`src/rtl/e1a_pkg.sv`:
```
package e1a_pkg;
  localparam int unsigned NCOND = 3;
  localparam int unsigned SW    = 8;
  // condition index
  localparam int unsigned C_MF  = 0;
  localparam int unsigned C_V52 = 1;
  localparam int unsigned C_LOS = 2;
  // bits that hold state; 2 and 6 are tied low
  localparam logic [SW-1:0] IMPL_MASK = 8'hBB;

  // Places condition edges at their status positions (decoded by software).
  function automatic logic [SW-1:0] place_events(input logic [NCOND-1:0] rise,
                                                 input logic [NCOND-1:0] fall);
    logic [SW-1:0] v;
    v    = '0;
    v[0] = rise[C_MF];
    v[1] = rise[C_V52];
    v[3] = rise[C_LOS];
    v[4] = fall[C_MF];
    v[5] = fall[C_V52];
    v[7] = fall[C_LOS];
    return v;
  endfunction
endpackage

```
`src/rtl/e1a_clk_loss.sv`:
```
module e1a_clk_loss #(
  parameter int unsigned CLKS_PER_BIT = 16,
  parameter int unsigned CHANNEL_BITS = 8,
  parameter int unsigned SYNC_STAGES  = 2
) (
  input  logic clk,
  input  logic rst_n,
  input  logic rx_clk_in,
  output logic rx_edge,
  output logic loss
);
  localparam int unsigned LIMIT = CLKS_PER_BIT * CHANNEL_BITS;
  localparam int unsigned CW    = $clog2(LIMIT + 1);

  logic [SYNC_STAGES:0] sh;
  logic [CW-1:0]        quiet;

  always_ff @(posedge clk or negedge rst_n) begin
    if (!rst_n) sh <= '0;
    else        sh <= {sh[SYNC_STAGES-1:0], rx_clk_in};
  end

  assign rx_edge = sh[SYNC_STAGES] ^ sh[SYNC_STAGES-1];

  always_ff @(posedge clk or negedge rst_n) begin
    if (!rst_n)                    quiet <= '0;
    else if (rx_edge)              quiet <= '0;
    else if (quiet != CW'(LIMIT))  quiet <= quiet + CW'(1);
  end

  assign loss = (quiet == CW'(LIMIT));
endmodule

```
`src/rtl/e1a_mf_alarm.sv`:
```
module e1a_mf_alarm #(
  parameter int unsigned CONFIRM   = 2,
  parameter int unsigned ALARM_POS = 2
) (
  input  logic       clk,
  input  logic       rst_n,
  input  logic       ts16_valid,
  input  logic       ts16_frame0,
  input  logic [7:0] ts16_byte,
  output logic       alarm
);
  localparam int unsigned RW = $clog2(CONFIRM + 1);

  logic [RW-1:0] run;
  logic          sample;

  assign sample = ts16_byte[ALARM_POS];

  always_ff @(posedge clk or negedge rst_n) begin
    if (!rst_n) begin
      alarm <= 1'b0;
      run   <= '0;
    end else if (ts16_valid && ts16_frame0) begin
      if (sample != alarm) begin
        if (run == RW'(CONFIRM - 1)) begin
          alarm <= sample;
          run   <= '0;
        end else begin
          run <= run + RW'(1);
        end
      end else begin
        run <= '0;
      end
    end
  end
endmodule

```
`src/rtl/e1a_status_reg.sv`:
```
module e1a_status_reg
  import e1a_pkg::*;
(
  input  logic          clk,
  input  logic          rst_n,
  input  logic [SW-1:0] ev,
  input  logic          wr_en,
  input  logic [SW-1:0] wr_data,
  input  logic          ien_we,
  input  logic [SW-1:0] ien_data,
  output logic [SW-1:0] status,
  output logic [SW-1:0] ien,
  output logic          irq
);
  for (genvar i = 0; i < SW; i++) begin : g_bit
    if (IMPL_MASK[i]) begin : g_live
      always_ff @(posedge clk or negedge rst_n) begin
        if (!rst_n)                   status[i] <= 1'b0;
        else if (ev[i])               status[i] <= 1'b1;
        else if (wr_en && wr_data[i]) status[i] <= 1'b0;
      end
    end else begin : g_tied
      assign status[i] = 1'b0;
    end
  end

  always_ff @(posedge clk or negedge rst_n) begin
    if (!rst_n)      ien <= '0;
    else if (ien_we) ien <= ien_data;
  end

  assign irq = |(status & ien);
endmodule

```
`src/rtl/e1_alarm_status.sv`:
```
module e1_alarm_status
  import e1a_pkg::*;
#(
  parameter int unsigned CLKS_PER_BIT = 16,
  parameter int unsigned CHANNEL_BITS = 8,
  parameter int unsigned CONFIRM      = 2
) (
  input  logic       clk,
  input  logic       rst_n,
  input  logic       rx_clk_in,
  input  logic       ts16_valid,
  input  logic       ts16_frame0,
  input  logic [7:0] ts16_byte,
  input  logic       v52_link,
  input  logic       wr_en,
  input  logic [7:0] wr_data,
  input  logic       ien_we,
  input  logic [7:0] ien_data,
  output logic [7:0] status,
  output logic       irq
);
  logic             rxc_edge;
  logic             loss_cond;
  logic             mf_cond;
  logic [NCOND-1:0] cond, cond_q;
  logic [SW-1:0]    ev_vec;
  logic [SW-1:0]    ien_q;

  e1a_clk_loss #(
    .CLKS_PER_BIT(CLKS_PER_BIT),
    .CHANNEL_BITS(CHANNEL_BITS),
    .SYNC_STAGES (2)
  ) u_loss (
    .clk      (clk),
    .rst_n    (rst_n),
    .rx_clk_in(rx_clk_in),
    .rx_edge  (rxc_edge),
    .loss     (loss_cond)
  );

  e1a_mf_alarm #(
    .CONFIRM  (CONFIRM),
    .ALARM_POS(2)
  ) u_mf (
    .clk        (clk),
    .rst_n      (rst_n),
    .ts16_valid (ts16_valid),
    .ts16_frame0(ts16_frame0),
    .ts16_byte  (ts16_byte),
    .alarm      (mf_cond)
  );

  always_comb begin
    cond        = '0;
    cond[C_MF]  = mf_cond;
    cond[C_V52] = v52_link;
    cond[C_LOS] = loss_cond;
  end

  always_ff @(posedge clk or negedge rst_n) begin
    if (!rst_n) cond_q <= '0;
    else        cond_q <= cond;
  end

  assign ev_vec = place_events(cond & ~cond_q, ~cond & cond_q);

  e1a_status_reg u_stat (
    .clk     (clk),
    .rst_n   (rst_n),
    .ev      (ev_vec),
    .wr_en   (wr_en),
    .wr_data (wr_data),
    .ien_we  (ien_we),
    .ien_data(ien_data),
    .status  (status),
    .ien     (ien_q),
    .irq     (irq)
  );
endmodule

```
`config.mk`:
```
export PLATFORM = sky130hd
export DESIGN_NAME = e1_alarm_status
export DESIGN_NICKNAME = d
export VERILOG_FILES = /design/src/rtl/e1a_pkg.sv /design/src/rtl/e1a_clk_loss.sv /design/src/rtl/e1a_mf_alarm.sv /design/src/rtl/e1a_status_reg.sv /design/src/rtl/e1_alarm_status.sv
export SDC_FILE = /design/constraint.sdc
export NUM_CORES = 1
export LEC_CHECK = 0
export ABC_AREA = 0
export BUFFER_PORTS_ARGS = -buffer_cell sky130_fd_sc_hd__buf_2
export CAP_MARGIN = 40
export CORE_MARGIN = 4
export CORE_UTILIZATION = 52
export CTS_CLUSTER_DIAMETER = 80
export DETAILED_ROUTE_END_ITERATION = 10
export PLACE_DENSITY = 0.81
export SKIP_CTS_REPAIR_TIMING = 1
export SLEW_MARGIN = 10
export SYNTH_ARGS = -nofsm -noshare
export SYNTH_HDL_FRONTEND = slang
export SYNTH_SLANG_ARGS = --single-unit
```
`constraint.sdc`:
```
create_clock -name clk -period 3 [get_ports clk]
set_input_delay 0.45 -clock clk [delete_from_list [all_inputs] [get_ports clk]]
set_output_delay 0.45 -clock clk [all_outputs]
set_load 0.02 [all_outputs]
```
Yosys cells after proc, flatten, opt, wreduce, memory -nomap -nowiden
Cells that the tools add are included.
Widths: inputs -> output; s select.

cells by class
  equal/unequal tests = 4
  bitwise gates (word level) = 6
  reductions and logical operators = 16
  add/sub/neg operators = 2
  multiplexer cells = 16

operators with widths
  kind                 number
  $mux 8               2
  $reduce_bool 2->1    7
  $mux 1               12
  $add 8x1->8 const B  1
  $and 8x8->8          1
  $eq 8x8->1 const B   1
  $ne 8x8->1 const B   1
  $reduce_or 8->1      1
  $logic_and 1x1->1    7
  $and 3x3->3          2
  $not 3->3            2
  $mux 2               2
  $reduce_and 3->1     1
  $add 2x1->2 const B  1
  $eq 2x1->1 const B   1
  $ne 1x1->1           1
  $xor 1x1->1          1

storage, ports and cells
  logic and storage cells = 56
  bits in registers = 31

Logic depth before layout (Yosys ltp)
  word-level depth = 4
  gate-level depth with buffers = 6
  mapped depth without buffers = 6

By module
A second synthesis with hierarchy kept.

unflattened totals
  cell total of the unflattened synthesis = 114
  area total of the unflattened synthesis = 1397.6 µm²

modules (own cells, without submodules)
  module           cells an instance  area an instance (µm²)  seq. area each (µm²)  times used
  e1a_status_reg   42                 595.6                   350.3                 1
  e1a_clk_loss     50                 524.3                   275.3                 1
  e1a_mf_alarm     12                 146.4                   75.1                  1
  e1_alarm_status  10                 131.4                   75.1                  1

Least setup slack after synthesis
OpenSTA, ideal clock, no wires.

  kind = reg-to-output
  from = register u_stat.status[3]
  to = output irq
  arrival = 0.853 ns
  path slack = 1.697 ns
  required time = 2.550 ns
  cell stages (with the launch flop) = 3
  cell sequence = dfrtp_1 a22oi_1 nand3_1

between the ends
  cells in the longest elaborated chain, start to end = 2

RTL lines
  element                            line                   RTL
  from (decl)                        e1a_status_reg.sv:11   output logic [SW-1:0] status,
  from (signal, indexed assignment)  e1a_status_reg.sv:18   if (!rst_n) status[i] <= 1'b0;
  from (signal, indexed assignment)  e1a_status_reg.sv:19   else if (ev[i]) status[i] <= 1'b1;
  from (signal, indexed assignment)  e1a_status_reg.sv:20   else if (wr_en && wr_data[i]) status[i] <= 1'b0;
  $and 8x8->8                        e1a_status_reg.sv:32   assign irq = |(status & ien);
  $reduce_or 8->1                    e1a_status_reg.sv:32
  to (decl)                          e1_alarm_status.sv:20  output logic irq

Every way passes these cells.

Final worst setup path
Same ends and word-level chain as after synthesis.

==> results_dict.tcl <==
set metrics [dict create \
    multi_input_area_um2 470 \
    die_h_um 56.7 \
    antenna_cells 0 \
    fin_crit_ns 1.65 \
    ys_ff_latch 29 \
    synthCells 108 \
    crit_arrival_ns 1.20 \
    min_path_type "input pin to asynchronous set/reset pin" \
    vias 891 \
    final_common_cell "dfrtp_1" \
    setup_viol 0 \
    nNetsFinal 174 \
    cts_made_buffers 5 \
    drt_iter0_markers 22 \
    fin_skew_ns 0.00451 \
    final_antenna_net_count 0 \
    h-tree-depth 2 \
    rsz0062_at_grt "false" \
    die_x_um 56.7 \
    detail_route.wl_per_cell_um 14.0 \
    max_slew_margin_pct 58.3 \
    cts-root-buf "clkbuf_4" \
    final_area_um2 1440 \
    final_cell_count_no_fill 169 \
    worstSetupPathType "flop to output pin" \
    fmax_mhz 607 \
    vdd_drop_max_mv 0.450 \
    fillerInstances 188 \
    antenna_found_initial 0 \
    ys_seq_area_share_pct 58.8 \
    place_congestion 0.792 \
    crit_path_end_kind "output pin" \
    yosys-top-cells-area "dfrtp_1 59%, mux2_2 7.3%, nand2_1 3.7%" \
    avgSynthCellArea_um2 11.4 \
    final_hold_viol_count 0 \
    maxCapViolCount 0 \
    drive_gt1_share_pct 31.9 \
    grt_usage_pct 17.4 \
    hpwlAfterDp_um 1760 \
    grt_max_degree 30 \
    synth_area_um2 1230 \
    yosys.area.top_type_share_pct 58.8 \
    grt_overflow_total 0 \
    clock_latency_ns 0.32 \
    first_pass_iters 4 \
    first_global_vias 941 \
    tightest_slew_ns 0.625 \
    via_per_inst 5.27 \
    pin_count 41 \
    place_inst 161 \
    cts_tree "yes" \
    fin_util_pct 64.5 \
    status "complete, no violations" \
    start_kind "flop" \
    io_buffers 27 \
    required_ns 2.55 \
    finalWirelength_um 2360 \
    seqCellArea_um2 726 \
    path_clk_slew_ns 0.09 \
    dpl_cell_area_um2 1390 \
    syn_to_final_growth_pct 16.7 \
    final-max-slew-violation-count 0 \
    start_util_pct 55.2 \
    fin_setup_tns_ns 0 \
    dieArea_um2 3220 \
    synth_cell_type_count 24 \
    p_per_area_nw_per_um2 614 \
    grt_pass1_wl_um 4070 \
    drc 0 \
    layout_common_cells "29 x dfrtp_1, 27 x buf_2, 12 x nand2_1" \
    cts.sink_count 29 \
    clock_tree.buffer_depth 2 \
    synth_top_area_cell "dfrtp_1" \
    coreArea_um2 2230 \
    p_total_uw 884 \
    worstPathMaxFanout 3 \
    p_leak_nw 0.698 \
    rows 17 \
    min_period_over_period_pct 54.9 \
    yosysWarnings 0 \
]
==> routing by layer <==
| layer | vias to the layer above | global-route usage, % | part of all wire (%) |
|---|---|---|---|
| met5 | - | 0 | 0 |
| met4 | 0 | 6.10 | 1.5 |
| met3 | 6 | 8.51 | 6.6 |
| met2 | 32 | 29.4 | 51 |
| met1 | 416 | 18.7 | 41 |
| li1 | 437 | - | - |
==> Yosys cell counts <==
| master | n |
|---|---|
| nor3b_1 | 1 |
| nand3_1 | 7 |
| nand4_2 | 1 |
| nor3_1 | 3 |
| ha_1 | 2 |
| dfrtp_1 | 29 |
| a22oi_1 | 3 |
| mux2_2 | 8 |
| nor2_1 | 3 |
| o21ai_0 | 8 |
| or3_1 | 4 |
| or3_2 | 1 |
| conb_1 | 1 |
| nand4bb_1 | 1 |
| o21a_1 | 1 |
| buf_4 | 2 |
| clkbuf_1 | 1 |
| and4bb_2 | 1 |
| xor2_1 | 3 |
| nand2_1 | 12 |
| a21oi_1 | 5 |
| inv_1 | 6 |
| xnor2_1 | 2 |
| a22o_1 | 3 |
==> power breakdown <==
group	total (mW)	leakage (nW)	switching, mW	internal (mW)
Sequential	0.495	0.364	0.0493	0.445
Combinational	0.172	0.302	0.0930	0.0786
Clock	0.218	0.0320	0.129	0.0890
==> state kept, by name (all words and copies together), names as in the netlist <==
register,count
u_stat.status,6
u_mf.alarm,1
cond_q,3
u_stat.ien,6
u_loss.sh,3
u_loss.quiet,8
u_mf.run,2
==> cell families after synthesis <==
group / Yosys count / synth area share, %
and+or+nand+nor: 34 / 14.8
DFF: 29 / 58.8
AOI/OAI and AO/OA: 20 / 9.84
buffers and inverters: 9 / 3.35
muxes: 8 / 7.30
xor gates and xnor gates: 5 / 3.55
adders and majority gates: 2 / 2.03
other: 1 / 0.304
==> final timing paths <==
kind,from,end,slack [ns],cells past startpoint
hold reg to reg,u_loss.sh[0],u_loss.sh[1],0.37,0
hold / removal,rst_n,u_stat.ien[5],0.14,1
min in group clk,rx_clk_in,u_loss.sh[0],0.23,1
setup / recovery,u_stat.status[3],irq,1.35,3
max in group asynchronous,rst_n,u_loss.quiet[0],2.45,1
setup reg to reg,u_loss.quiet[0],u_loss.quiet[2],1.56,6
==> cell type report <==
class | count | area share [%]
Timing Repair Buffer | 27 | 9.38
Clock buffer | 6 | 2.87
Clock inverter | 2 | 0.695
Multi-Input combinational cell | 71 | 32.7
Tap cell | 28 | 2.43
Sequential cell | 29 | 50.4
Inverter | 6 | 1.56
==> through the flow <==
step                hold slack, ns  setup slack [ns]
floorplan                    0.154              1.70
global placement             0.335              1.63
detailed placement           0.349              1.57
CTS                          0.153              1.32
global route                 0.151              1.24
finish                       0.137              1.35
==> worst max-delay path, stage by stage, from the launching register on <==
cell	delay [ns]
dfrtp_1	0.40
a22oi_1	0.22
nand3_1	0.10
buf_2	0.17
Power figures use the tool's default switching activity.
